### config.mk
export PLATFORM = sky130hd
export DESIGN_NAME = sqw_reload_timer
export DESIGN_NICKNAME = d
export VERILOG_FILES = /design/src/rtl/srt_pkg.sv /design/src/rtl/srt_regs.sv /design/src/rtl/srt_tick_sel.sv /design/src/rtl/srt_halfwave.sv /design/src/rtl/sqw_reload_timer.sv
export SDC_FILE = /design/constraint.sdc
export NUM_CORES = 1
export LEC_CHECK = 0
export BUFFER_PORTS_ARGS = -buffer_cell sky130_fd_sc_hd__buf_2
export CAP_MARGIN = 5
export CORE_MARGIN = 1.5
export CORE_UTILIZATION = 50
export CTS_CLUSTER_DIAMETER = 60
export DETAILED_ROUTE_END_ITERATION = 10
export GPL_ROUTABILITY_DRIVEN = 0
export PLACE_DENSITY = 0.7
export SETUP_SLACK_MARGIN = 0.15
export SYNTH_ARGS = -nofsm -noshare
export SYNTH_HDL_FRONTEND = slang
export SYNTH_SLANG_ARGS = --single-unit
### constraint.sdc
create_clock -name clk -period 5.1 [get_ports clk]
set_input_delay 0.255 -clock clk [delete_from_list [all_inputs] [get_ports clk]]
set_output_delay 0.255 -clock clk [all_outputs]
set_load 0.02 [all_outputs]
### src/rtl/srt_pkg.sv
package srt_pkg;
  localparam int SRC_COUNT = 8;
  localparam int SEL_W     = $clog2(SRC_COUNT);
  localparam int BYTE_W    = 8;

  // control byte layout: bit SEL_W is run, bits SEL_W-1:0 pick the source
  typedef struct packed {
    logic             run;
    logic [SEL_W-1:0] sel;
  } ctrl_t;

  localparam int CTRL_W = $bits(ctrl_t);
endpackage

### src/rtl/srt_regs.sv
module srt_regs
  import srt_pkg::*;
#(
  parameter int CNT_W  = 16,
  parameter int ADDR_W = 2
) (
  input  logic                clk,
  input  logic                rst_n,
  input  logic                wr_en,
  input  logic [ADDR_W-1:0]   addr,
  input  logic [BYTE_W-1:0]   wdata,
  output logic [CNT_W-1:0]    reload,
  output ctrl_t               ctrl_q,
  output logic                start_p,
  output logic                stop_p
);
  localparam int NBYTES    = CNT_W / BYTE_W;
  localparam int CTRL_ADDR = NBYTES;

  logic  ctrl_wr;
  ctrl_t ctrl_new;

  for (genvar g = 0; g < NBYTES; g++) begin : g_byte
    always_ff @(posedge clk or negedge rst_n) begin
      if (!rst_n)
        reload[g*BYTE_W +: BYTE_W] <= '0;
      else if (wr_en && addr == ADDR_W'(g))
        reload[g*BYTE_W +: BYTE_W] <= wdata;
    end
  end

  assign ctrl_wr  = wr_en && (addr == ADDR_W'(CTRL_ADDR));
  assign ctrl_new = ctrl_t'(wdata[CTRL_W-1:0]);
  assign start_p  = ctrl_wr &&  ctrl_new.run && !ctrl_q.run;
  assign stop_p   = ctrl_wr && !ctrl_new.run &&  ctrl_q.run;

  always_ff @(posedge clk or negedge rst_n) begin
    if (!rst_n)       ctrl_q <= '0;
    else if (ctrl_wr) ctrl_q <= ctrl_new;
  end
endmodule

### src/rtl/srt_tick_sel.sv
module srt_tick_sel
  import srt_pkg::*;
(
  input  logic [SRC_COUNT-1:0] ticks,
  input  logic [SEL_W-1:0]     sel,
  input  logic                 run,
  output logic                 tick_o
);
  logic [SRC_COUNT-1:0] gated;

  for (genvar s = 0; s < SRC_COUNT; s++) begin : g_src
    assign gated[s] = ticks[s] && (sel == SEL_W'(s));
  end

  assign tick_o = run && (|gated);
endmodule

### src/rtl/srt_halfwave.sv
module srt_halfwave #(
  parameter int CNT_W = 16
) (
  input  logic             clk,
  input  logic             rst_n,
  input  logic             tick,
  input  logic             start_p,
  input  logic             stop_p,
  input  logic             run,
  input  logic [CNT_W-1:0] reload,
  output logic [CNT_W-1:0] cnt_q,
  output logic             wave_q,
  output logic             expire
);
  function automatic logic at_end(input logic [CNT_W-1:0] c);
    return c == '0;
  endfunction

  function automatic logic [CNT_W-1:0] next_count(input logic [CNT_W-1:0] c,
                                                  input logic [CNT_W-1:0] r);
    return at_end(c) ? r : c - CNT_W'(1);
  endfunction

  assign expire = tick && at_end(cnt_q);

  always_ff @(posedge clk or negedge rst_n) begin
    if (!rst_n) begin
      cnt_q  <= '0;
      wave_q <= 1'b0;
    end else if (start_p) begin
      cnt_q  <= reload;
      wave_q <= 1'b0;
    end else if (stop_p || !run) begin
      wave_q <= 1'b0;
    end else if (tick) begin
      cnt_q <= next_count(cnt_q, reload);
      if (expire) wave_q <= !wave_q;
    end
  end
endmodule

### src/rtl/sqw_reload_timer.sv
module sqw_reload_timer
  import srt_pkg::*;
#(
  parameter int CNT_W  = 16,
  parameter int ADDR_W = 2
) (
  input  logic                 clk,
  input  logic                 rst_n,
  input  logic [SRC_COUNT-1:0] src_tick,
  input  logic                 reg_wr,
  input  logic [ADDR_W-1:0]    reg_addr,
  input  logic [BYTE_W-1:0]    reg_wdata,
  output logic                 wave_out
);
  logic [CNT_W-1:0] reload;
  logic [CNT_W-1:0] cnt;
  ctrl_t            ctrl;
  logic             start_p, stop_p, sel_tick, expire, run;

  srt_regs #(.CNT_W(CNT_W), .ADDR_W(ADDR_W)) regs_i (
    .clk(clk), .rst_n(rst_n), .wr_en(reg_wr), .addr(reg_addr), .wdata(reg_wdata),
    .reload(reload), .ctrl_q(ctrl), .start_p(start_p), .stop_p(stop_p)
  );

  assign run = ctrl.run;

  srt_tick_sel sel_i (
    .ticks(src_tick), .sel(ctrl.sel), .run(run), .tick_o(sel_tick)
  );

  srt_halfwave #(.CNT_W(CNT_W)) wave_i (
    .clk(clk), .rst_n(rst_n), .tick(sel_tick), .start_p(start_p), .stop_p(stop_p),
    .run(run), .reload(reload), .cnt_q(cnt), .wave_q(wave_out), .expire(expire)
  );
endmodule

# Word-level counts from Yosys, hierarchy flattened
# Cells that the tools add are included.
# W data, S select, Z words.
dict set report totals {
  reg_bits 37
  in_bits 21
  output_inout_bits 1
  elab_cells 55
}
dict set report op_classes {
  add_sub_neg 1
  eq_ne 10
  mux 8
  reduce_logical 30
}
# operator count
set ops {}
lappend ops {{$mux W16} 4}
lappend ops {{$logic_and A1 B1 Y1} 17}
lappend ops {{$logic_not A16 Y1} 1}
lappend ops {{$sub A16 B1 Y16 const B} 1}
lappend ops {{$eq A3 B3 Y1 const B} 4}
lappend ops {{$reduce_or A8 Y1} 1}
lappend ops {{$eq A3 B2 Y1 const B} 2}
lappend ops {{$reduce_bool A3 Y1} 2}
lappend ops {{$mux W1} 4}
lappend ops {{$reduce_and A2 Y1} 2}
lappend ops {{$eq A3 B1 Y1 const B} 1}
lappend ops {{$logic_not A1 Y1} 3}
lappend ops {{$logic_not A3 Y1} 1}
lappend ops {{$eq A2 B1 Y1 const B} 1}
lappend ops {{$eq A2 B2 Y1 const B} 1}
lappend ops {{$logic_not A2 Y1} 1}
lappend ops {{$ne A2 B2 Y1 const B} 1}
lappend ops {{$reduce_bool A2 Y1} 1}
lappend ops {{$logic_or A1 B1 Y1} 1}

# Longest topological paths before layout
# Gate-level depths: netlist of run 1.
dict set report depth {
  ltp_word 9
  ltp_mapped 8
  mapped_depth_nobuf 7
}

# By module
# A second synthesis of run 1 with hierarchy kept.
dict set report hier_totals {
  hier_cells 193
  area_unflattened_um2 2090.8
}
# module instances cells_each area_per_inst_um2 seq_area_each_um2
set by_module_without_submodules {}
lappend by_module_without_submodules {srt_halfwave 1 141 1241.2 425.4}
lappend by_module_without_submodules {srt_regs 1 45 778.2 500.5}
lappend by_module_without_submodules {srt_tick_sel 1 7 71.3 0.0}

# Least setup slack after synthesis of run 1
# OpenSTA, ideal clock, no wires.
dict set report synth_timing {
  path_type {register to register}
  startpoint {register wave_i.cnt_q[8]}
  endpoint {register wave_i.cnt_q[3]}
  setup_time_ns 0.121
  arrival_time_ns 2.042
  required_time_ns 4.979
  path_slack_ns 2.937
  stages_incl_launch_ff 8
  synth_period_minus_slack_ns 2.163
  cell_sequence {dfrtp_1 -> or4_1 -> buf_2 -> nor4_4 -> nor2_1 -> buf_4 -> a211o_1 -> a22o_1}
}
dict set report synth_between {
  elab_chain_cells 5
}
# item line_no
set synth_rtl {}
lappend synth_rtl {{from (decl)} srt_halfwave.sv:11} ;# output logic [CNT_W-1:0] cnt_q,
lappend synth_rtl {{from (signal assigned)} srt_halfwave.sv:31} ;# cnt_q <= reload;
lappend synth_rtl {{from (signal assigned)} srt_halfwave.sv:36} ;# cnt_q <= next_count(cnt_q, reload);
lappend synth_rtl {{$logic_not A16 Y1} srt_halfwave.sv:16} ;# return c == '0;
lappend synth_rtl {{$mux W16} srt_halfwave.sv:21} ;# return at_end(c) ? r : c - CNT_W'(1);
lappend synth_rtl {{$mux W16} srt_halfwave.sv:35} ;# end else if (tick) begin
lappend synth_rtl {{$mux W16} srt_halfwave.sv:33} ;# end else if (stop_p || !run) begin
lappend synth_rtl {{$mux W16} srt_halfwave.sv:30} ;# end else if (start_p) begin
# No other way between the ends. The select of a mux whose other input is x is not followed.
# A chain may end at the register's enable or synchronous reset.

# Final worst setup path of run 1
dict set report layout_timing {
  startpoint {register wave_i.cnt_q[8]}
  endpoint {register wave_i.cnt_q[7]}
}
# The elaborated chain is that of the path after synthesis.

==> results of run 1 <==
[synthesized netlist by cell type, drive strengths merged]
master | number | area, sq um
nand2b | 2 | 12.5
nor3 | 13 | 65.1
inv | 7 | 26.3
or3 | 4 | 25.0
clkbuf | 8 | 30.0
or4b | 2 | 20.0
a211oi | 8 | 60.1
o31ai | 1 | 7.51
a211o | 2 | 17.5
a41oi | 1 | 8.76
o22ai | 4 | 25.0
nand3 | 4 | 20.0
mux2 | 19 | 214
nor3b | 2 | 15.0
a22o | 2 | 17.5
nand4 | 1 | 6.26
nor4 | 2 | 27.5
a21oi | 4 | 20.0
mux2i | 15 | 150
nand2 | 11 | 41.3
nor2 | 11 | 41.3
or2 | 2 | 12.5
buf | 4 | 22.5
or4 | 3 | 22.5
nor4b | 2 | 17.5
nand3b | 6 | 45.0
o21ai | 10 | 50.1
a2bb2oi | 8 | 70.1
dfrtp | 37 | 926
ha | 2 | 25.0
[cell families after synthesis]
logic type,share of synthesized area (%)
AND/OR/NAND/NOR,18.2
AO/OA/AOI/OAI,13.5
flip-flops,45.3
multiplexers,17.8
buffers and inverters,3.86
adder cells (fa/ha/maj),1.23
[cells in the final DEF, fill, tap and decap left out, drive strengths merged]
cell | Yosys | layout
dfrtp | 37 | 37
buf | 4 | 25
mux2 | 19 | 19
mux2i | 15 | 15
nor3 | 13 | 13
nor2 | 11 | 11
nand2 | 11 | 11
o21ai | 10 | 10
a211oi | 8 | 8
a2bb2oi | 8 | 8
inv | 7 | 7
clkbuf | 8 | 7
nand3b | 6 | 6
nand3 | 4 | 4
or3 | 4 | 4
a21oi | 4 | 4
o22ai | 4 | 4
or4 | 3 | 3
nor3b | 2 | 2
or2 | 2 | 2
nor4b | 2 | 2
nand2b | 2 | 2
a211o | 2 | 2
a22o | 2 | 2
ha | 2 | 2
or4b | 2 | 2
nor4 | 2 | 2
a41oi | 1 | 1
o31ai | 1 | 1
nand4 | 1 | 1
[power by group]
group	total, mW	switching (mW)	internal, mW
clock network	0.204	0.0972	0.107
registers	0.480	0.0925	0.388
logic	0.299	0.155	0.145
total	0.984	0.344	0.640
[sequential cells by signal, indices dropped and copies added (netlist names)]
signal,flops
regs_i.ctrl_q,4
wave_i.cnt_q,16
regs_i.reload,16
wave_i.wave_q,1
[path summary, 6_finish.rpt]
path	from	end	slack (ns)	cells after the start
max	wave_i.cnt_q[8]$_DFFE_PN0P_	wave_i.cnt_q[7]$_DFFE_PN0P_	2.36	6
min	rst_n	wave_i.wave_q$_DFFE_PN0P_	0.07	1
max reg2reg	wave_i.cnt_q[8]$_DFFE_PN0P_	wave_i.cnt_q[7]$_DFFE_PN0P_	2.36	6
min reg2reg	regs_i.reload[5]$_DFFE_PN0P_	regs_i.reload[5]$_DFFE_PN0P_	0.52	1
max in group asynchronous	rst_n	wave_i.cnt_q[13]$_DFFE_PN0P_	4.51	1
min in group clk	reg_wdata[6]	regs_i.reload[14]$_DFFE_PN0P_	0.22	2
[routing by layer]
metal / global-route usage (%) / vias up / share of wire, %
met5: 0 / - / 0
met4: 6.89 / 0 / 0.73
met3: 6.25 / 4 / 3.5
met2: 37.4 / 26 / 48
met1: 32.7 / 797 / 48
li1: - / 775 / -
[per-stage QoR]
step | cell area (sq um) | setup WS (ns) | cells
4_1_cts | 2270 | 2.37 | 267
2_1_floorplan | 2040 | 2.94 | 197
5_1_grt | 2270 | 2.11 | 267
3_5_place_dp | 2190 | 2.33 | 260
6_report | 2270 | 2.36 | 267
3_3_place_gp | 2190 | 2.45 | 260
[layout make-up]
cell class	count	area [sq um]
Clock buffer	7	86.3
Fill cell	342	1700
Inverter	7	26.3
Multi-Input combinational cell	141	1040
Sequential cell	37	926
Tap cell	50	62.6
Timing Repair Buffer	25	135
==> out/results.tsv, run 1 <==
stage	metric	value	unit
layout	fin nets	240	
layout	# diodes	0	
timing	fmax	365	MHz
timing	Hold Worst Slack	0.0651	ns
yosys	synthesized area	0.00204	sq mm
yosys	register area share after synthesis	45.3	%
routing	Initial DRC Count	112	
power_and_ir_drop	worst vdd ir	0.224	mV
worst_setup_path	CP Capture Type	flip-flop	
worst_setup_path	critical path startpoint category	flip-flop	
layout	Final Util	57.2	%
global_routing	first-pass GRT wire length	7860	microns
yosys	Netlist cell types	33	
clocking	CTS Buf Count	5	
routing	first-pass iteration count of the detailed router	4	
global_routing	vias in the first global route	1597	
timing	worst slew pin tran	1.18	ns
global_routing	Global Route Usage Sum	23.9	%
timing	Slew headroom	21.3	%
job	MaxCap Viol Count	0	
routing	Residual DRC	0	
layout	fraction of layout cells with a size suffix above 1	24.9	%
timing	Period minus WS final	2.74	ns
worst_setup_path	Critical Path Slowest Stage Cell	or4_1	
timing	endpoints failing setup	0	
power_and_ir_drop	Total Power	0.984	mW
floorplan	DIE WIDTH	66.9	microns
yosys	yosys warns	0	
worst_hold_path	Hold WC Path Type	in2async	
floorplan	cell row count	23	
power_and_ir_drop	cell leakage power	1.01	nW
yosys	syn_nets	220	
status	status	finished, final reports clean	
clocking	Setup Buffers After CTS	0	
routing	DR vias/cell	6.00	
worst_setup_path	CP top delay family	simple AND/OR/NAND/NOR gates	
worst_setup_path	CP Data Arrival Time	2.91	ns
timing	TNS Setup	0	ns
floorplan	Core Box Area	0.00397	sq mm
global_routing	largest net degree at the start of global routing	38	
placement	DP HPWL	3320	microns
floorplan	Ports	22	
clocking	CTS root buf	clkbuf_8	
global_routing	initial antenna violation count	0	
timing	Final Cycle Share	53.8	%
clocking	H-tree depth	2	
power_and_ir_drop	Power Density	433	mW/mm^2
clocking	Max clock buf depth	2	
yosys	syn avg cell area	10.4	sq um
floorplan	Starting Density	51.4	%
timing	unrepaired setup endpoints after global routing	false	
worst_setup_path	worst path cell trace	or4_1 -> nor4_4 -> nor2_1 -> buf_4 -> a211oi_1 -> o22ai_1	
clocking	clk sinks	37	
clocking	hold buffers post-CTS	0	
worst_setup_path	Crit Path Category	reg2reg	
worst_setup_path	CP bufs+invs	1	
worst_setup_path	Worst Path Max Fanout	16	
clocking	clk_lat worst skew	0.28	ns
global_routing	total grt overflow	0	
timing	Slew Viols, Final	0	
routing	via count	1602	
clocking	TritonCTS clock tree	done	
worst_setup_path	required time of the critical path	5.26	ns
yosys	Yosys reg bits	37	
clocking	clock slew at reported path FFs	0.07	ns
floorplan	Die Area	0.00448	sq mm
layout	synthesis-to-layout area growth	11.3	%
routing	WL final	4670	microns
timing	Fin. Hold Viols	0	
placement	Port Buf Inserts	21	
routing	wire per inst	17.5	microns
timing	Setup Skew	0.00532	ns
routing	ANT nets after route	0	
worst_setup_path	slowest stage delay, CP	0.68	ns
floorplan	Die Height	66.9	microns
clocking	CTS resizes	0	
yosys	Post-Syn Instances	197	
Power figures use the tool's default switching activity.
==> run 2: changes to the inputs <==
--- a/config.mk
+++ b/config.mk
@@ -5,6 +5,7 @@
 export SDC_FILE = /design/constraint.sdc
 export NUM_CORES = 1
 export LEC_CHECK = 0
+export ABC_AREA = 1
 export BUFFER_PORTS_ARGS = -buffer_cell sky130_fd_sc_hd__buf_2
 export CAP_MARGIN = 5
 export CORE_MARGIN = 1.5
@@ -12,7 +13,7 @@
 export CTS_CLUSTER_DIAMETER = 60
 export DETAILED_ROUTE_END_ITERATION = 10
 export GPL_ROUTABILITY_DRIVEN = 0
-export PLACE_DENSITY = 0.7
+export PLACE_DENSITY = 0.69
 export SETUP_SLACK_MARGIN = 0.15
 export SYNTH_ARGS = -nofsm -noshare
 export SYNTH_HDL_FRONTEND = slang
==> constraint.sdc (replaced) <==
create_clock -name clk -period 2.6 [get_ports clk]
set_input_delay 0.13 -clock clk [delete_from_list [all_inputs] [get_ports clk]]
set_output_delay 0.13 -clock clk [all_outputs]
set_load 0.02 [all_outputs]
==> run 2 against run 1 <==
Against the previous run: synthesized cell count is 70% higher; largest cell class unchanged; sequential power is 95% higher; power is 150% higher; via count is 30% higher; cell count is 54% higher; synthesized area is 17% higher; global-route usage is 2.3 points lower; combinational power grew to 3.7 times the previous value; highest routed layer unchanged; worst hold slack better by 0.0054 ns.
==> out/results.tsv, run 2 <==
stage	metric	value	unit
status	status	finished, final reports clean	
placement	Port Buf Inserts	21	
global_routing	total grt overflow	0	
clocking	Setup Buffers After CTS	0	
timing	Setup Skew	0.00418	ns
worst_setup_path	critical path startpoint category	flip-flop	
floorplan	Ports	22	
routing	DR vias/cell	5.08	
yosys	Post-Syn Instances	334	
worst_setup_path	required time of the critical path	2.78	ns
placement	DP HPWL	3710	microns
timing	TNS Setup	0	ns
yosys	yosys warns	0	
power_and_ir_drop	cell leakage power	1.36	nW
routing	via count	2089	
floorplan	Starting Density	51.5	%
yosys	Synth area leader	dfrtp_1	
global_routing	first-pass GRT wire length	8800	microns
yosys	Synth top cells by count	nand2_1, dfrtp_1, nor2_1	
yosys	Netlist cell types	27	
layout	Largest regs	regs_i.reload (16), wave_i.cnt_q (16), regs_i.ctrl_q (4)	
clocking	CTS root buf	clkbuf_8	
layout	synthesis-to-layout area growth	8.29	%
timing	worst slew pin tran	0.826	ns
yosys	Async SR Flop Fraction	100	%
yosys	Yosys reg bits	37	
job	MaxCap Viol Count	0	
global_routing	largest net degree at the start of global routing	38	
placement	DP Worst Slack	0.874	ns
power_and_ir_drop	worst vdd ir	0.525	mV
floorplan	Die Height	72.3	microns
routing	Residual DRC	0	
floorplan	DIE WIDTH	72.3	microns
clocking	TritonCTS clock tree	done	
clocking	clock slew at reported path FFs	0.08	ns
timing	endpoints failing setup	0	
routing	Initial DRC Count	112	
global_routing	initial antenna violation count	0	
routing	ANT nets after route	0	
worst_hold_path	Hold WC Path Type	in2reg	
yosys	synthesized area	0.00240	sq mm
worst_setup_path	CP Capture Type	flip-flop	
floorplan	Die Area	0.00522	sq mm
power_and_ir_drop	Total Power	2.44	mW
routing	first-pass iteration count of the detailed router	4	
timing	Final Cycle Share	66.6	%
yosys	syn_nets	357	
yosys	Yosys top cell area share	38.6	%
yosys	syn avg cell area	7.18	sq um
power_and_ir_drop	clock group share of total power	16.8	%
timing	Period minus WS final	1.73	ns
routing	wire per inst	12.2	microns
timing	Slew headroom	45.0	%
global_routing	vias in the first global route	1917	
layout	most common cell after layout, fill and taps aside	nand2_1	
clocking	clk sinks	37	
floorplan	Core Box Area	0.00466	sq mm
power_and_ir_drop	Power Density	940	mW/mm^2
layout	commonest non-fill, non-tap cells in the layout	nand2_1, dfrtp_1, nor2_1	
worst_setup_path	CP Data Arrival Time	1.91	ns
clocking	clk_lat worst skew	0.29	ns
layout	fin nets	379	
timing	Fin. Hold Viols	0	
timing	unrepaired setup endpoints after global routing	false	
yosys	Synth Flop Type	dfrtp_1	
power_and_ir_drop	internal cell power	1.35	mW
power_and_ir_drop	Flop pwr share	38.3	%
global_routing	Global Route Usage Sum	21.6	%
layout	# diodes	0	
timing	Slew Viols, Final	0	
floorplan	cell row count	25	
worst_setup_path	Worst Path Max Fanout	21	
layout	Final Util	55.7	%
timing	fmax	578	MHz
yosys	cell with the most instances after synthesis	nand2_1	
timing	setup slack after layout	0.869	ns
clocking	CTS Buf Count	5	
yosys	register area share after synthesis	38.6	%
power_and_ir_drop	P_sw	1.10	mW
worst_setup_path	Reg2Reg Setup Slack	0.87	ns
yosys	synth top area cells	dfrtp_1, nand2_1, o21ai_0, nor2_1, inv_1	
clocking	Max clock buf depth	2	
clocking	H-tree depth	2	
routing	WL final	5020	microns
worst_setup_path	Crit Path Category	reg2reg	
power_and_ir_drop	Comb pwr share	44.9	%
power_and_ir_drop	sw frac	44.9	%
yosys	Post-synth EDFFs	0	
layout	fraction of layout cells with a size suffix above 1	21.3	%
[run 2: changes by cell type after synthesis, sizes merged, moves of 15 or more]
cell	previous run	this run
nor2	11	45
mux2i	15	0
nand2	11	143
inv	7	29
mux2	19	0
o21ai	10	31
[run 2: worst max-delay path, cell delays in order, from the launching register on]
cell	delay, ns
dfrtp_1	0.42
inv_1	0.12
ha_1	0.18
nand2_1	0.07
nor2_1	0.12
nand3_2	0.15
nand2_4	0.30
nand2_1	0.11
nand2_1	0.09
o21ai_1	0.06
[run 2: logic make-up (layout without fill, tap and decap cells)]
family	Yosys count	count (layout)	synth area share [%]
flops	37	37	38.6
simple gates	216	216	41.9
fa+ha+maj	2	2	1.04
xor+xnor	6	6	2.19
compound gates	36	36	8.45
buf+inv	37	60	7.77
[run 2: timing repair]
item / in CTS / in global routing
setup endpoints to repair: 0 / 0
hold endpoints to repair: 37 / 0
hold buffers: 1 / 0
resized for setup: 0 / 0
[run 2: area by class of cell]
cell class	instances	area (sq um)
Clock buffer	5	68.8
Clock inverter	3	21.3
Fill cell	454	2060
Inverter	30	113
Multi-Input combinational cell	260	1290
Sequential cell	37	926
Tap cell	54	67.6
Timing Repair Buffer	22	115
[run 2: power groups by stage]
| stage | Combinational, mW | Clock [mW] | Sequential (mW) |
|---|---|---|---|
| 2_1_floorplan | 0.933 | 0 | 0.887 |
| 3_3_place_gp | 1.07 | 0 | 0.942 |
| 3_5_place_dp | 1.09 | 0 | 0.947 |
| 4_1_cts | 1.10 | 0.419 | 0.936 |
| 5_1_grt | 1.28 | 0.440 | 0.964 |
| 6_report | 1.10 | 0.409 | 0.936 |
[run 2: path summary, 6_finish.rpt]
check / start / to / cells past startpoint
setup / recovery: wave_i.cnt_q[0]$_DFFE_PN0P_ / wave_i.cnt_q[15]$_DFFE_PN0P_ / 9
hold / removal: reg_wdata[0] / regs_i.ctrl_q[0]$_DFFE_PN0N_ / 3
setup reg to reg: wave_i.cnt_q[0]$_DFFE_PN0P_ / wave_i.cnt_q[15]$_DFFE_PN0P_ / 9
hold reg to reg: regs_i.reload[11]$_DFFE_PN0P_ / regs_i.reload[11]$_DFFE_PN0P_ / 2
max in group asynchronous: rst_n / regs_i.reload[1]$_DFFE_PN0P_ / 2
min in group asynchronous: rst_n / wave_i.cnt_q[9]$_DFFE_PN0P_ / 2
[run 2: routing by layer]
layer	GRT usage (%)	wire, microns	part of all wire (%)
met5	0	0	0
met4	4.82	42	0.84
met2	33.0	2260	45
met1	32.5	2530	50
met3	3.47	196	3.9
[run 2: stage by stage]
| stage | cell area (sq um) | instances | hold WS [ns] |
|---|---|---|---|
| 2_1_floorplan | 2400 | 334 | -0.166 |
| 3_3_place_gp | 2500 | 402 | 0.276 |
| 3_5_place_dp | 2500 | 402 | 0.277 |
| 4_1_cts | 2600 | 411 | 0.0705 |
| 5_1_grt | 2600 | 411 | 0.0891 |
| 6_report | 2600 | 411 | 0.0705 |
==> run 3: changes to the inputs <==
--- a/config.mk
+++ b/config.mk
@@ -5,7 +5,7 @@
 export SDC_FILE = /design/constraint.sdc
 export NUM_CORES = 1
 export LEC_CHECK = 0
-export ABC_AREA = 1
+export ABC_AREA = 0
 export BUFFER_PORTS_ARGS = -buffer_cell sky130_fd_sc_hd__buf_2
 export CAP_MARGIN = 5
 export CORE_MARGIN = 1.5
@@ -13,7 +13,7 @@
 export CTS_CLUSTER_DIAMETER = 60
 export DETAILED_ROUTE_END_ITERATION = 10
 export GPL_ROUTABILITY_DRIVEN = 0
-export PLACE_DENSITY = 0.69
+export PLACE_DENSITY = 0.7
 export SETUP_SLACK_MARGIN = 0.15
 export SYNTH_ARGS = -nofsm -noshare
 export SYNTH_HDL_FRONTEND = slang
==> constraint.sdc (replaced) <==
create_clock -name clk -period 1.6 [get_ports clk]
set_input_delay 0.08 -clock clk [delete_from_list [all_inputs] [get_ports clk]]
set_output_delay 0.08 -clock clk [all_outputs]
set_load 0.02 [all_outputs]
==> run 3 against run 2 <==
Against the previous run: the run now ends with setup timing left; count of clock-buffer cells in the layout is 3 higher; highest routed layer unchanged; core utilization increased by 14 points; sequential share of layout area is 2.2 points lower; sequential power increased by 56%; setup slack lost 1.4 ns; critical path type unchanged; design area is 6.6% higher; combinational power increased by 48%.
==> out/results.tsv, run 3 (same netlist as run 1, synthesis figures left out) <==
stage	metric	value	unit
routing	via count	1896	
layout	footprint of the multi-input gates	0.00116	sq mm
global_routing	vias in the first global route	1911	
worst_hold_path	Hold WC Path Type	in2reg	
routing	Residual DRC	0	
power_and_ir_drop	internal cell power	2.38	mW
layout	fin nets	285	
power_and_ir_drop	Power Density	1340	mW/mm^2
worst_setup_path	Worst Path Max Fanout	6	
global_routing	total grt overflow	0	
layout	# fillers	279	
placement	DP HPWL	3740	microns
layout	Non-Filler Instances	313	
worst_setup_path	worst path cell trace	inv_2 -> ha_1 -> or4b_4 -> nor4_4 -> buf_6 -> buf_4 -> or2_4 -> o21ai_1 -> a22o_1	
routing	Initial DRC Count	125	
routing	first-pass iteration count of the detailed router	4	
power_and_ir_drop	Total Power	3.71	mW
timing	Setup Skew	0.0105	ns
layout	Largest regs	regs_i.reload (16), wave_i.cnt_q (16), regs_i.ctrl_q (4)	
clocking	CTS Buf Count	5	
power_and_ir_drop	P_sw	1.33	mW
routing	WL final	5680	microns
layout	# diodes	0	
floorplan	DIE WIDTH	66.9	microns
floorplan	Core Box Area	0.00397	sq mm
timing	unrepaired setup endpoints after global routing	true	
job	MaxCap Viol Count	0	
global_routing	Global Route Usage Sum	27.1	%
clocking	clock slew at reported path FFs	0.07	ns
timing	Period minus WS final	2.15	ns
global_routing	initial antenna violation count	0	
floorplan	Starting Density	51.4	%
clocking	CTS root buf	clkbuf_8	
worst_setup_path	CP Capture Type	flip-flop	
timing	Slew Viols, Final	0	
placement	DP Cell Count	293	
routing	ANT nets after route	0	
worst_setup_path	Crit Path Category	reg2reg	
worst_setup_path	required time of the critical path	1.78	ns
timing	endpoints failing setup	17	
power_and_ir_drop	Flop pwr share	39.5	%
global_routing	first-pass GRT wire length	8920	microns
layout	synthesis-to-layout area growth	35.5	%
timing	Slew headroom	62.4	%
placement	Port Buf Inserts	21	
worst_setup_path	slowest stage delay, CP	0.49	ns
global_routing	largest net degree at the start of global routing	38	
timing	Hold Worst Slack	0.0374	ns
power_and_ir_drop	sw frac	35.8	%
timing	setup slack after layout	-0.547	ns
clocking	H-tree depth	2	
timing	Final Cycle Share	134	%
layout	Reg area	926	sq um
floorplan	Die Height	66.9	microns
worst_setup_path	critical path startpoint category	flip-flop	
floorplan	Ports	22	
power_and_ir_drop	Comb pwr share	43.9	%
routing	wire per inst	18.1	microns
status	status	finished with violations	
power_and_ir_drop	cell leakage power	1.27	nW
timing	worst slew pin tran	0.563	ns
layout	Final Util	69.7	%
timing	Fin. Hold Viols	0	
power_and_ir_drop	clock group share of total power	16.7	%
layout	final instance area	0.00277	sq mm
worst_setup_path	Critical Path Slowest Stage Cell	or4b_4	
clocking	Max clock buf depth	2	
floorplan	Die Area	0.00448	sq mm
clocking	clk_lat worst skew	0.29	ns
placement	Post-Place Cell Area	0.00245	sq mm
layout	most common cell after layout, fill and taps aside	buf_4	
clocking	TritonCTS clock tree	done	
routing	DR vias/cell	6.06	
power_and_ir_drop	worst vdd ir	0.814	mV
clocking	clk sinks	37	
status	failing checks	setup timing	
timing	fmax	466	MHz
worst_setup_path	CP Data Arrival Time	2.33	ns
layout	fraction of layout cells with a size suffix above 1	44.5	%
floorplan	cell row count	23	
layout	commonest non-fill, non-tap cells in the layout	buf_4, dfrtp_1, buf_2	
-- run 3: cell types whose count changed in the layout (fill, tap and decap cells not counted), moves of 18 or more --
cell	change
inv_1	-19
nand2_1	-116
mux2_2	+19
buf_4	+43
o21ai_0	-18
nor2_1	-19
-- run 3: final timing paths --
path | from | to | slack, ns | cells past startpoint
hold / removal | reg_wdata[4] | regs_i.reload[12]$_DFFE_PN0P_ | 0.04 | 2
hold reg to reg | regs_i.reload[8]$_DFFE_PN0P_ | regs_i.reload[8]$_DFFE_PN0P_ | 0.51 | 1
max in group asynchronous | rst_n | wave_i.cnt_q[5]$_DFFE_PN0P_ | 0.90 | 3
setup / recovery | wave_i.cnt_q[0]$_DFFE_PN0P_ | wave_i.cnt_q[3]$_DFFE_PN0P_ | -0.55 | 9
setup reg to reg | wave_i.cnt_q[0]$_DFFE_PN0P_ | wave_i.cnt_q[3]$_DFFE_PN0P_ | -0.55 | 9
min in group asynchronous | rst_n | wave_i.cnt_q[4]$_DFFE_PN0P_ | 0.36 | 3
-- run 3: cell type report --
type / count / share of cell area (%)
multi-input cells: 141 / 41.9
flip-flops and latches: 37 / 33.5
repair buffers: 70 / 18.6
clock buffers: 8 / 2.89
well taps: 50 / 2.26
inverters: 7 / 0.949
-- run 3: power groups by stage --
stage	clock (mW)	sequential (mW)	combinational [mW]
2_1_floorplan	0	1.43	0.787
3_3_place_gp	0	1.44	1.36
3_5_place_dp	0	1.47	1.40
4_1_cts	0.636	1.46	1.51
5_1_grt	0.670	1.50	1.75
6_report	0.619	1.46	1.63
-- run 3: through the flow --
step           setup slack [ns]  setup TNS [ns]
3_3_place_gp             -0.569           -7.74
4_1_cts                  -0.519           -7.80
5_1_grt                  -0.650          -10.02
3_5_place_dp             -0.621           -9.35
2_1_floorplan            -0.537           -6.82
6_report                 -0.547           -8.35
-- run 3: metal layers --
metal | up-vias | track usage (%) | wire length (microns)
met5 | - | 0 | 0
met4 | 0 | 13.8 | 204
met3 | 19 | 4.56 | 407
met2 | 99 | 45.3 | 2790
met1 | 916 | 33.4 | 2270
li1 | 862 | - | -
-- run 3: repair_timing --
item                                    in CTS  in global routing
cloned                                       1                  0
endpoints found under the setup margin      17                 17
hold buffers                                 1                  0
pin swaps                                    6                  2
gates resized for setup                     27                 10
hold endpoints to repair                    37                  0
setup buffers                                7                  3
-- run 3: worst max-delay path, delay by kind of cell (launching register included) --
family / cells / cell delay (ns)
DFF: 1 / 0.40
AOI/OAI and AO/OA: 2 / 0.28
adders and majority gates: 1 / 0.14
buffers and inverters: 3 / 0.33
and+or+nand+nor: 3 / 0.88
